## src/rtl/irqbk_pkg.sv

```systemverilog
package irqbk_pkg;
    parameter int NUM_BANKS = 4;
    parameter int SRC_W     = 4;
    parameter int DATA_W    = 8;
    parameter int ADDR_W    = 8;
    parameter int BANK_BASE = 3;   // upper address nibble of bank 0
    parameter int FLAG_OFS  = 0;
    parameter int EN_OFS    = 4;
    localparam int NUM_SRC  = NUM_BANKS * SRC_W;
    localparam int SETCLR_BIT = DATA_W - 1;

    typedef struct packed {
        logic [SRC_W-1:0] prev;
        logic [SRC_W-1:0] flag;
        logic [SRC_W-1:0] en;
        logic             irq;
    } bank_state_t;
endpackage

```

## src/rtl/irqbk_decode.sv

```systemverilog
module irqbk_decode
    import irqbk_pkg::*;
(
    input  logic [ADDR_W-1:0]    addr_i,
    output logic [NUM_BANKS-1:0] bank_hit_o,
    output logic                 is_flag_o,
    output logic                 is_en_o
);
    localparam int LO_W = 4;

    logic [ADDR_W-LO_W-1:0] hi_w;
    logic [LO_W-1:0]        lo_w;

    assign hi_w = addr_i[ADDR_W-1:LO_W];
    assign lo_w = addr_i[LO_W-1:0];

    for (genvar b = 0; b < NUM_BANKS; b++) begin : g_hit
        assign bank_hit_o[b] = (hi_w == (ADDR_W-LO_W)'(BANK_BASE + b));
    end

    assign is_flag_o = (lo_w == LO_W'(FLAG_OFS));
    assign is_en_o   = (lo_w == LO_W'(EN_OFS));
endmodule

```

## src/rtl/irqbk_bank.sv

```systemverilog
module irqbk_bank
    import irqbk_pkg::*;
(
    input  logic              clk,
    input  logic              rst_n,
    input  logic [SRC_W-1:0]  evt_i,
    input  logic              flag_wr_i,
    input  logic              en_wr_i,
    input  logic [DATA_W-1:0] wdata_i,
    output logic [SRC_W-1:0]  flag_o,
    output logic [SRC_W-1:0]  en_o,
    output logic              irq_o
);
    bank_state_t st_d, st_q;

    always_comb begin
        logic [SRC_W-1:0] rise_w;
        logic [SRC_W-1:0] clr_w;
        st_d      = st_q;
        rise_w    = evt_i & ~st_q.prev;
        clr_w     = flag_wr_i ? wdata_i[SRC_W-1:0] : '0;
        st_d.prev = evt_i;
        st_d.flag = (st_q.flag & ~clr_w) | rise_w;   // set wins over clear
        if (en_wr_i) begin
            if (wdata_i[SETCLR_BIT])
                st_d.en = st_q.en | wdata_i[SRC_W-1:0];
            else
                st_d.en = st_q.en & ~wdata_i[SRC_W-1:0];
        end
        st_d.irq = |(st_q.flag & st_q.en);
    end

    always_ff @(posedge clk or negedge rst_n) begin
        if (!rst_n) st_q <= '0;
        else        st_q <= st_d;
    end

    assign flag_o = st_q.flag;
    assign en_o   = st_q.en;
    assign irq_o  = st_q.irq;
endmodule

```

## src/rtl/irq_bank_ctrl.sv

```systemverilog
module irq_bank_ctrl
    import irqbk_pkg::*;
(
    input  logic                 clk,
    input  logic                 rst_n,
    input  logic                 bus_sel,
    input  logic                 bus_we,
    input  logic [ADDR_W-1:0]    bus_addr,
    input  logic [DATA_W-1:0]    bus_wdata,
    output logic [DATA_W-1:0]    bus_rdata,
    input  logic [NUM_SRC-1:0]   evt_i,
    output logic [NUM_BANKS-1:0] irq_lvl_o
);
    logic [NUM_BANKS-1:0] bank_hit_w;
    logic                 is_flag_w;
    logic                 is_en_w;
    logic [NUM_SRC-1:0]   flag_vec;
    logic [NUM_SRC-1:0]   en_vec;
    logic                 wr_w;

    assign wr_w = bus_sel & bus_we;

    irqbk_decode u_dec (
        .addr_i     (bus_addr),
        .bank_hit_o (bank_hit_w),
        .is_flag_o  (is_flag_w),
        .is_en_o    (is_en_w)
    );

    for (genvar b = 0; b < NUM_BANKS; b++) begin : g_bank
        irqbk_bank u_bank (
            .clk       (clk),
            .rst_n     (rst_n),
            .evt_i     (evt_i[b*SRC_W +: SRC_W]),
            .flag_wr_i (wr_w & bank_hit_w[b] & is_flag_w),
            .en_wr_i   (wr_w & bank_hit_w[b] & is_en_w),
            .wdata_i   (bus_wdata),
            .flag_o    (flag_vec[b*SRC_W +: SRC_W]),
            .en_o      (en_vec[b*SRC_W +: SRC_W]),
            .irq_o     (irq_lvl_o[b])
        );
    end

    always_comb begin
        bus_rdata = '0;
        for (int b = 0; b < NUM_BANKS; b++) begin
            if (bank_hit_w[b] && is_flag_w)
                bus_rdata[SRC_W-1:0] = flag_vec[b*SRC_W +: SRC_W];
            if (bank_hit_w[b] && is_en_w)
                bus_rdata[SRC_W-1:0] = en_vec[b*SRC_W +: SRC_W];
        end
    end
endmodule

```

## config.mk

```make
export PLATFORM = sky130hd
export DESIGN_NAME = irq_bank_ctrl
export DESIGN_NICKNAME = d
export VERILOG_FILES = /design/src/rtl/irqbk_pkg.sv /design/src/rtl/irqbk_decode.sv /design/src/rtl/irqbk_bank.sv /design/src/rtl/irq_bank_ctrl.sv
export SDC_FILE = /design/constraint.sdc
export NUM_CORES = 1
export LEC_CHECK = 0
export ABC_CLOCK_PERIOD_IN_PS = 1840
export BUFFER_PORTS_ARGS = -buffer_cell sky130_fd_sc_hd__buf_4
export CAP_MARGIN = 20
export CORE_ASPECT_RATIO = 0.75
export CORE_MARGIN = 8
export CORE_UTILIZATION = 55
export DETAILED_ROUTE_END_ITERATION = 10
export HOLD_SLACK_MARGIN = 0.08
export PLACE_DENSITY_LB_ADDON = 0.12
export SLEW_MARGIN = 20
export SYNTH_ARGS = -nofsm -noshare
export SYNTH_HDL_FRONTEND = slang
export SYNTH_SLANG_ARGS = --single-unit
```

## constraint.sdc

```tcl
create_clock -name clk -period 1.84 [get_ports clk]
set_clock_uncertainty 0.05 [all_clocks]
set_input_delay 0.276 -clock clk [delete_from_list [all_inputs] [get_ports clk]]
set_output_delay 0.276 -clock clk [all_outputs]
set_load 0.1 [all_outputs]
```

**Yosys cells after proc, flatten, opt, wreduce, memory -nomap -nowiden**

Cells that the tools add are included.
Widths: inputs -> output; s select.

- Bits of input ports: 36
- Bits in writable memories: 0
- Output and inout port bits: 12
- Bits in read-only memories: 0
- Bits in latches: 0
- Memories kept: 0
- Bits in registers: 52
- Word-level logic and storage cells: 96

- Shift operators: 0
- Bitwise logic cells: 46
- Reductions and logical operators: 13
- Multiplexer cells: 16
- Div/mod/pow operators: 0
- Equality and inequality tests: 5
- Multiply operators: 0
- Add/subtract/negate cells: 0
- Magnitude comparators: 0

Operators by type and width:

| cell | number |
|---|---|
| $and 4x4->4 | 16 |
| $mux 4 | 16 |
| $not 4->4 | 9 |
| $or 4x4->4 | 8 |
| $eq 4x3->1 const B | 4 |
| $reduce_or 4->1 | 4 |
| $and 1x1->1 | 13 |
| $logic_and 1x1->1 | 8 |
| $eq 4x2->1 const B | 1 |
| $logic_not 4->1 | 1 |

**Depth between registers and ports, before layout**

Gate-level depths: netlist (run 1).

- Word-level depth: 10
- Depth in mapped cells: 6

**Modules after synthesis**

From an unflattened synthesis (run 1), not the netlist that was laid out.

- Cell total of the unflattened synthesis: 267
- Area, all modules: 2,751.4 µm²

By module, submodules not included:

| module | sequential area each (µm²) | area each (µm²) | instances | cells an instance |
|---|---|---|---|---|
| irqbk_bank | 325.3 | 529.3 | 4 | 44 |
| irq_bank_ctrl | 0.0 | 566.8 | 1 | 85 |
| irqbk_decode | 0.0 | 67.6 | 1 | 6 |

**Worst setup path before layout (run 1)**

No wires, ideal clock.

- Kind: input to output
- Start: input bus_addr[5]
- End: output bus_rdata[3]
- Data arrival time: 3,117 ps
- Path buffers: 1
- Data required time: 1,514 ps
- Cell stages on the path: 6
- Slack: -1,603 ps
- Path through: buf_2 nand4bb_1 a21oi_1 nor2_1 o221ai_1 o21ai_0

- Longest elaborated chain between the ends: 10
- Elaborated cells on any way between the ends: 20
- Classes of those cells: 4 x eq/ne; 8 x mux; 8 x reduce/logical

Ends and longest elaborated chain:

| what | RTL line | source |
|---|---|---|
| start: declaration | irq_bank_ctrl.sv:8 | `input logic [ADDR_W-1:0] bus_addr,` |
| $eq 4x2->1 | irqbk_decode.sv:18 | `assign bank_hit_o[b] = (hi_w == (ADDR_W-LO_W)'(BANK_BASE + b));` |
| $logic_and 1x1->1 | irq_bank_ctrl.sv:47 | `if (bank_hit_w[b] && is_flag_w)` |
| $mux 4 | irq_bank_ctrl.sv:47 |  |
| $mux 4 | irq_bank_ctrl.sv:49 | `if (bank_hit_w[b] && is_en_w)` |
| $mux 4 | irq_bank_ctrl.sv:47 |  |
| $mux 4 | irq_bank_ctrl.sv:49 |  |
| $mux 4 | irq_bank_ctrl.sv:47 |  |
| $mux 4 | irq_bank_ctrl.sv:49 |  |
| $mux 4 | irq_bank_ctrl.sv:47 |  |
| $mux 4 (*) | irq_bank_ctrl.sv:49 |  |
| end: declaration | irq_bank_ctrl.sv:10 | `output logic [DATA_W-1:0] bus_rdata,` |

Mark *: on every way between the ends. The rest lies on a longest branch, timed or not.

**Worst setup path after layout (run 1)**

Same ends and word-level chain as after synthesis.

==> results of run 1 <==
## where the power goes
part / switching (mW) / internal, mW
combinational: 0.229 / 0.156
clock: 0.347 / 0.307
sequential: 0.0116 / 1.17
total: 0.587 / 1.63
## worst max-delay path: cells and delay by family
family          cells  cell delay, ns
compound gates      4            0.41
buf+inv             4            0.66
simple gates        1            0.33
## final timing paths
check | end | slack (ns) | depth (start not counted)
min reg2reg | register | 0.47 | 1
max in group asynchronous | g_bank[2].u_bank.irq_o$_DFF_PN0_ | 0.83 | 2
min in group asynchronous | g_bank[0].u_bank.st_q[9]$_DFF_PN0_ | 0.47 | 2
max reg2reg | g_bank[1].u_bank.irq_o$_DFF_PN0_ | 0.77 | 3
max | bus_rdata[3] | -0.17 | 9
min | g_bank[0].u_bank.flag_o[0]$_DFF_PN0_ | 0.27 | 3
## logic make-up after synthesis
family	after synthesis
DFF	52
other	1
muxes	17
and+or+nand+nor	76
AOI/OAI and AO/OA	55
buffers and inverters	34
## timing repair
item	CTS	global route
endpoints found under the setup margin	4	4
hold endpoints to repair	68	0
gates resized for setup	14	7
setup buffers	6	3
pin swaps	11	5
hold buffers	17	0
## metrics by stage
stage,TNS (ns),std cells,hold WS (ns),cell area [um^2],worst slack [ns]
after floorplan,-0.157,238,-0.0696,2550,-0.115
after global placement,-0.852,345,0.295,3020,-0.294
after detailed placement,-0.885,345,0.293,3020,-0.315
after CTS,-0.480,376,0.265,3380,-0.206
after global routing,-0.626,379,0.263,3430,-0.243
final,-0.411,379,0.270,3430,-0.169
## placed cells by master, fill, tap and decap left out, types with 6 or more instances in the layout
master          n
a22o_1         18
mux2_2         12
buf_4          71
clkbuf_8        6
a22oi_1         9
nor2_1         11
dlygate4sd3_1  17
nand2_1        38
dfrtp_1        52
a21oi_1         7
nor2b_1         6
inv_1          17
## metal layers
metal	vias to the layer above	GRT usage	wire, um
met5	-	0	0
met4	0	0.0630	68
met3	8	0.0494	445
met2	62	0.292	2870
met1	1028	0.277	2970
li1	1005	-	-
## layout make-up
type                    instances  area, um^2
well taps                      57        71.3
fillers                       300         982
flip-flops and latches         52        1300
inverters                      18        67.6
multi-input cells             152        1120
repair buffers                 92         783
clock buffers                   8        90.1
==> impl_results.md, run 1 <==
- Status: finished with violations
- Tcrit/Tclk final: 1.09
- N_diodes: 0
- Synth warn: 0
- Share of cells above drive strength 1: 0.351
- Initial DRC Count: about 160
- Most used cell, CP: buf_4
- CTS tree: built
- Largest net degree at the start of global routing: 53
- Mapped Avg Cell Area: roughly 11 um^2
- Synth Area in XOR/XNOR: 0
- LEAKAGE: roughly 1.6 nW
- Vias per Instance: approximately 5.5
- Clock Latency Late Sink: between 0.3 and 0.4 ns
- Number of global-route vias before repair: 2116
- Synth cell types: 43
- Hold Crit Class: in2reg
- Clock Tree Root: clkbuf_8
- P per Cell Area: between 600 and 700 nW/um^2
- Top cells by area, synth: dfrtp_1, a22o_1, nand2_1
- Cells along the critical path: buf_4 > nor4b_4 > buf_4 > a311oi_1 > a21oi_1 > a311oi_2 > buf_4 > o21ai_4 > buf_12
- First-pass GRT wire length: 10500 um
- Maximum clock frequency: between 0.4 and 0.5 GHz
- Reg2reg start: g_bank[1].u_bank.flag_o[1]$_DFF_PN0_
- CTS buffer count: 5
- Sequential area share after synthesis: 0.522
- Final wirelength: 6360 um
- Synthesized area: 2490 um^2
- Routed WL per cell: around 17 um
- Area fraction in compound gates after synthesis: 0.170
- Max Cap Viol: 0
- Min setup slack post-route: -0.169 ns
- Adder-cell share of the synthesized area: 0
- Simple-Gate Fraction of Synth Area: 0.165
- Post-route DRC: 0
- CP startpoint: bus_addr[5]
- VDD IR-drop max: 414 uV
- Multiplexer share of the synthesized area: 0.0763
- CTS H-tree lvls: 2
- Slowest Stage Delay on Critical Path: around 0.33 ns
- Hold_sp: bus_wdata[0]
- 1st-pass router iterations: 4
- Port Buffers: 40
- Syn Inst Count: 235
- Final Setup Violations: 3
- Dpl hpwl: 4710 um
- Final GP Congestion: slightly above 0.9
- Main combinational cell family by area after synthesis: compound AO/OA/AOI/OAI gates
- GRT Total Usage: 0.198
- CTS Sinks: 52
- Post-synth top flop: dfrtp_1
- Critical path's slowest cell: nor4b_4
- Relative slew slack: 0.577
- Commonest cells in the synthesized netlist: dfrtp_1, nand2_1, a22o_1
- Yosys top cell area share: 0.522
- CP startpoint kind: input port
- Clock-pin slew on the worst setup and hold paths: ~0.09 ns
- CP endpoint kind: output pin
- Count leader, synth: dfrtp_1
- Max clock buf depth: 2
- Tightest Pin Transition: approximately 0.63 ns
- Routed Antenna Nets: 0
- Layout net count: 357
- Crit path DAT: 1.68 ns
- WS Path Type: in2out
- Crit path max fanout: 4
- Slew Viols, Final: 0
- Core Box Area: about 4400 um^2
- Via count: 2103
- Area delta synth->final: 37.8%
- Fraction of registers with async set or reset after synthesis: 1.00
- Design Power: roughly 2.2 mW
- Die ar.: between 6000 and 7000 um^2
- Die Span Y: ~74 um
- RSZ-0062 raised after global routing: true
- Die W: ~94 um
- Synth area leader: dfrtp_1
- Worst Path Required: 1.51 ns
- I/O pin total: 48
- Initial antenna violation count: 0
- GRT Residual Overflow: 0
- EDFF count, synth: 0
- Tmin final: approximately 2 ns
- Failing checks: negative setup slack
- Final hold vios: 0
- Finished Core Util: 0.777
- Yosys reg bits: 52
- Rows: 21
- Initial core utilization: 0.564
(Power assumes the default switching activity.)
==> inputs of run 2 (changes only) <==
--- a/config.mk
+++ b/config.mk
@@ -13,7 +13,8 @@
 export CORE_UTILIZATION = 55
 export DETAILED_ROUTE_END_ITERATION = 10
 export HOLD_SLACK_MARGIN = 0.08
-export PLACE_DENSITY_LB_ADDON = 0.12
+export PLACE_DENSITY = 0.8
+export SETUP_SLACK_MARGIN = 0.4
 export SLEW_MARGIN = 20
 export SYNTH_ARGS = -nofsm -noshare
 export SYNTH_HDL_FRONTEND = slang
==> run 2 against run 1 <==
Effect of this change: worst hold slack worse by 0.0011 ns; via count is 2.2% higher; first-iteration DRC count is 19% lower; global-route usage is 1.0 points higher; the flow still finishes with violations (negative setup slack); flip-flop and latch count stayed put; combinational power is 11% higher; setup slack better by 0.043 ns; clock-buffer cell count is 3 lower.
==> impl_results.md, run 2 (synthesis results as in run 1) <==
- WS Path Type: in2out
- Max Cap Viol: 0
- Met1 usage: 0.280
- Routed WL per cell: between 15 and 20 um
- Maximum clock frequency: 0.508 GHz
- CP startpoint: bus_addr[4]
- VDD IR-drop max: about 560 uV
- Initial antenna violation count: 0
- Fin Hold WS: 0.268 ns
- Rows: 21
- 1st-pass router iterations: 4
- Final wirelength: between 6000 and 7000 um
- Placed inst area: 3040 um^2
- Top Family by Delay on Critical Path: buffers and inverters
- CP startpoint kind: input port
- GR peak layer: met2
- Relative slew slack: 0.580
- CTS buffer count: 5
- CTS H-tree lvls: 2
- Worst slack at placement: -0.166 ns
- Area delta synth->final: 46.2%
- # fillers: about 250
- Tightest Pin Transition: between 0.6 and 0.7 ns
- Largest net degree at the start of global routing: 53
- Initial core utilization: 0.564
- I/O pin total: 48
- Worst Path Required: approximately 1.5 ns
- Max clock buf depth: 2
- R2r setup slk: about 0.65 ns
- Cells along the critical path: buf_6 > nor4b_4 > buf_4 > a311oi_2 > a21oi_1 > a311oi_1 > buf_4 > o21ai_4 > buf_12
- Clock-pin slew on the worst setup and hold paths: around 0.08 ns
- Routed Antenna Nets: 0
- Crit path DAT: around 1.6 ns
- GRT Residual Overflow: 0
- CTS Sinks: 52
- Design Power: 2.18 mW
- Finished Cell Area: 3640 um^2
- Clock Tree Root: clkbuf_8
- Hold Crit Class: in2reg
- Post-route DRC: 0
- Slowest Stage Delay on Critical Path: 0.35 ns
- Slew Viols, Final: 0
- Reg2reg start: g_bank[1].u_bank.flag_o[0]$_DFF_PN0_
- Final hold vios: 0
- CP endpoint kind: output pin
- Tcrit/Tclk final: 1.07
- LEAKAGE: approximately 1.7 nW
- Layout net count: 361
- Die ar.: between 6000 and 7000 um^2
- Status: finished with violations
- Met3 usage: 0.0494
- Via count: between 2000 and 2500
- Hold_sp: bus_wdata[2]
- Min setup slack post-route: -0.127 ns
- Core Box Area: around 4400 um^2
- Number of global-route vias before repair: roughly 2200
- Initial DRC Count: approximately 130
- N_diodes: 0
- Crit path max fanout: 4
- Die W: around 94 um
- CTS tree: built
- Critical path's slowest cell: nor4b_4
- Final GP Congestion: ~0.91
- Dpl hpwl: around 4500 um
- GRT Total Usage: 0.208
- Clock Latency Late Sink: roughly 0.3 ns
- Vias per Instance: ~5.7
- Buffer and inverter count on the worst path: 4
- GR Layer Usage met2: 0.329
- Die Span Y: ~74 um
- Most common cell after layout, fill and taps aside: buf_4
- First-pass GRT wire length: 11200 um
- Port Buffers: 40
- Commonest cells after routing, fill and taps aside: buf_4, dfrtp_1, nand2_1
- Share of cells above drive strength 1: 0.458
- RSZ-0062 raised after global routing: true
- Tmin final: between 1.5 and 2 ns
- P per Cell Area: between 500 and 600 nW/um^2
- Most used cell, CP: buf_4
- Failing checks: negative setup slack
- Final Setup Violations: 3
## run 2: cell count changes in the layout (fill, tap and decap cells not counted), sizes merged
cell / change
buf: +4
clkbuf: -3
## run 2: report_power, final
part           internal [mW]  leakage, nW  total [mW]  switching [mW]
Combinational          0.175         1.04       0.425           0.250
Clock                  0.246       0.0359       0.578           0.332
Sequential              1.17        0.605        1.18          0.0112
Total                   1.59         1.68        2.18           0.593
## run 2: cell type report
class / count / area (um^2) / area share
flip-flops and latches: 52 / 1300 / 0.357
multi-input cells: 152 / 1290 / 0.354
repair buffers: 96 / 843 / 0.232
well taps: 57 / 71.3 / 0.0196
clock buffers: 5 / 68.8 / 0.0189
inverters: 18 / 67.6 / 0.0186
## run 2: what timing repair did
item,CTS,global route
pin swaps,21,15
endpoints found under the setup margin,17,29
buffers inserted,13,3
hold endpoints to repair,68,0
resized for setup,39,23
hold buffers,17,0
## run 2: path summary, 6_finish.rpt
check	to	cells past startpoint
min reg2reg	g_bank[2].u_bank.irq_o$_DFF_PN0_	2
max in group asynchronous	g_bank[3].u_bank.flag_o[0]$_DFF_PN0_	2
min	g_bank[3].u_bank.flag_o[2]$_DFF_PN0_	3
max reg2reg	g_bank[1].u_bank.irq_o$_DFF_PN0_	4
min in group asynchronous	async pin	2
max	bus_rdata[3]	9
## run 2: worst reg2reg max path: cells and delay by family, from the launching register on
family	cells	cell delay [ns]
buffers and inverters	2	0.27
AO/OA/AOI/OAI	1	0.26
AND/OR/NAND/NOR	1	0.09
flip-flops	1	0.41
## run 2: metal layers
layer,share of wire,vias to the layer above
li1,-,1000
met1,0.45,1076
met2,0.48,67
met3,0.063,6
met4,0.0084,0
met5,0,-
## run 2: metrics by stage
stage	setup TNS [ns]	instances	utilization
3_3_place_gp	-0.464	342	0.689
6_report	-0.307	380	0.825
2_1_floorplan	-0.0248	238	-
4_1_cts	-0.260	377	0.800
5_1_grt	-0.496	380	0.825
3_5_place_dp	-0.521	342	0.689
==> inputs of run 3 (changes only) <==
--- a/config.mk
+++ b/config.mk
@@ -5,15 +5,16 @@
 export SDC_FILE = /design/constraint.sdc
 export NUM_CORES = 1
 export LEC_CHECK = 0
+export ABC_AREA = 1
 export ABC_CLOCK_PERIOD_IN_PS = 1840
 export BUFFER_PORTS_ARGS = -buffer_cell sky130_fd_sc_hd__buf_4
 export CAP_MARGIN = 20
 export CORE_ASPECT_RATIO = 0.75
 export CORE_MARGIN = 8
-export CORE_UTILIZATION = 55
+export CORE_UTILIZATION = 54
 export DETAILED_ROUTE_END_ITERATION = 10
 export HOLD_SLACK_MARGIN = 0.08
-export PLACE_DENSITY = 0.8
+export PLACE_DENSITY = 0.79
 export SETUP_SLACK_MARGIN = 0.4
 export SLEW_MARGIN = 20
 export SYNTH_ARGS = -nofsm -noshare
==> run 3 against run 2 <==
Effect of this change: the run now ends clean; power up 8.0%; non-clock buffer count fell by 11; via count rose by 5.0%; clock-buffer cell count unchanged; sequential power about the same; clock power grew 32%; global-route usage fell by 0.75 points; synthesized cell count up 14%; maximum frequency is 7.5% higher; flip-flop and latch count unchanged.
==> impl_results.md, run 3 <==
- CP startpoint kind: input port
- CTS Sinks: 52
- Simple-Gate Fraction of Synth Area: 0.248
- Die W: 93.8 um
- VDD IR-drop max: between 600 and 700 uV
- Initial antenna violation count: 0
- Number of global-route vias before repair: 2222
- Port Buffers: 40
- Area fraction in compound gates after synthesis: 0.131
- Synth cell types: 25
- Int Pwr: about 1.7 mW
- Dpl hpwl: approximately 4400 um
- Commonest cells in the synthesized netlist: nand2_1, dfrtp_1, o21ai_1
- Post-route DRC: 0
- Relative slew slack: 0.567
- Synth area leader: dfrtp_1
- Yosys reg bits: between 50 and 60
- Area delta synth->final: 49.1%
- Sequential area share after synthesis: 0.531
- Synth Area in XOR/XNOR: 0
- Synth warn: 0
- Worst Path Required: 1.51 ns
- Top cells by area, synth: dfrtp_1, nand2_1, o21ai_1
- EDFF count, synth: 0
- Core Box Area: around 4400 um^2
- Max Cap Viol: 0
- Main combinational cell family by area after synthesis: simple AND/OR/NAND/NOR gates
- Mapped Avg Cell Area: 9.10 um^2
- Clock Latency Late Sink: 0.30 ns
- Multiplexer share of the synthesized area: 0
- Post-Route Setup TNS: 0 ns
- Crit path max fanout: 4
- Fraction of registers with async set or reset after synthesis: 1.00
- First-pass GRT wire length: around 11000 um
- Tmin final: between 1.5 and 2 ns
- Status: completed
- Initial core utilization: 0.555
- LEAKAGE: between 1.5 and 2 nW
- Syn Inst Count: 269
- CTS tree: built
- Die Span Y: approximately 74 um
- N_diodes: 0
- Final GP Congestion: 0.908
- Die ar.: between 6000 and 7000 um^2
- Share of cells above drive strength 1: 0.352
- P per Cell Area: 646 nW/um^2
- Slew Viols, Final: 0
- WS Path Type: in2out
- Layout net count: 390
- Sequential share of power: 0.504
- Most common cell after layout, fill and taps aside: dfrtp_1
- Adder-cell share of the synthesized area: 0
- Switching power: 0.633 mW
- CP endpoint kind: output pin
- I/O pin total: 48
- Commonest cells after routing, fill and taps aside: dfrtp_1, buf_4, nand2_1
- CTS H-tree lvls: 2
- GRT Residual Overflow: 0
- Synthesized area: 2450 um^2
- Maximum clock frequency: approximately 0.55 GHz
- Clock Tree Root: clkbuf_8
- Hold Crit Class: in2reg
- Final Setup Violations: 0
- Placed inst area: 2990 um^2
- Tcrit/Tclk final: 0.994
- Routed WL per cell: roughly 17 um
- Rows: 21
- Initial DRC Count: roughly 240
- Final wirelength: 7110 um
- Sw frac: 0.268
- 1st-pass router iterations: 4
- Finished Core Util: 0.827
- CTS buffer count: 5
- Crit path DAT: ~1.5 ns
- Finished Cell Area: between 3000 and 4000 um^2
- Tightest Pin Transition: roughly 0.65 ns
- Largest net degree at the start of global routing: 53
- GRT Total Usage: 0.200
- Via count: approximately 2300
- Yosys top cell area share: 0.531
- Routed Antenna Nets: 0
- Logic pwr share: 0.173
- RSZ-0062 raised after global routing: true
- Count leader, synth: nand2_1
- Final hold vios: 0
- Clock-pin slew on the worst setup and hold paths: roughly 0.090 ns
- Post-synth top flop: dfrtp_1
- Max clock buf depth: 2
- Vias per Instance: between 5 and 6
- Clock share of power: 0.323
[run 3: cell types whose count changed after synthesis, sizes merged, moves of 8 or more]
cell   before  now
o21ai       4   40
inv        17   35
a31oi       0    8
nand3       2   23
mux2       16    0
a22o       18    0
nand2      38   62
a22oi      11    0
[run 3: path summary, 6_finish.rpt]
kind | slack (ns) | start | to | depth (start not counted)
max in group asynchronous | 0.78 | rst_n | async pin | 2
hold reg to reg | 0.36 | g_bank[0].u_bank.st_q[10]$_DFF_PN0_ | g_bank[0].u_bank.flag_o[1]$_DFF_PN0_ | 1
setup reg to reg | 0.91 | register | register | 3
setup / recovery | 0.01 | bus_addr[2] | bus_rdata[0] | 11
hold / removal | 0.17 | bus_wdata[1] | register | 2
min in group asynchronous | 0.48 | rst_n | g_bank[3].u_bank.st_q[11]$_DFF_PN0_ | 2
[run 3: cell type report]
cell class	instances	area (um^2)
fill	270	764
timing repair buffer	85	850
sequential	52	1300
inverter	35	178
clock buffer	5	68.8
multi-input combinational	175	1140
clock inverter	3	42.5
tap	57	71.3
[run 3: repair_timing]
item	CTS	global route
gates resized for setup	23	29
buffers inserted	6	8
endpoints found under the hold margin	68	0
pin swaps	11	21
hold buffers	17	0
setup endpoints to repair	4	10
gates cloned	1	1
[run 3: logic make-up (layout without fill, tap and decap cells)]
| family | Yosys count | count (layout) |
|---|---|---|
| other | 1 | 4 |
| AND/OR/NAND/NOR | 110 | 111 |
| buffers and inverters | 46 | 128 |
| AO/OA/AOI/OAI | 60 | 60 |
| flip-flops | 52 | 52 |
[run 3: metal layers]
layer / vias up / global-route usage / part of all wire
li1: 1049 / - / -
met1: 1083 / 0.260 / 0.41
met2: 108 / 0.324 / 0.48
met3: 17 / 0.0534 / 0.097
met4: 0 / 0.0543 / 0.018
met5: - / 0 / 0
[run 3: critical path, stage by stage]
cell and delay (ns):
buf_8 0.10, inv_4 0.05, nand2_4 0.06, nor2_4 0.19, buf_12 0.14, buf_16 0.10
nand3_2 0.06, nand3_2 0.08, o21bai_1 0.08, nand4_1 0.16, buf_12 0.20
[run 3: power by group through the flow]
| stage | clock, mW | combinational [mW] | sequential (mW) |
|---|---|---|---|
| CTS | 0.777 | 0.378 | 1.19 |
| detailed placement | 0 | 0.330 | 1.21 |
| global route | 0.812 | 0.434 | 1.19 |
| finish | 0.762 | 0.408 | 1.19 |
| global placement | 0 | 0.326 | 1.21 |
| floorplan | 0 | 0.203 | 1.21 |
[run 3: through the flow]
step	setup slack (ns)	instances	power (mW)	hold WS, ns
6_report	0.0110	412	2.36	0.172
5_1_grt	-0.0635	412	2.44	0.178
4_1_cts	0.0226	403	2.34	0.156
3_5_place_dp	-0.0505	371	1.54	0.290
3_3_place_gp	-0.0304	371	1.54	0.286
2_1_floorplan	-0.194	272	1.41	-0.0696
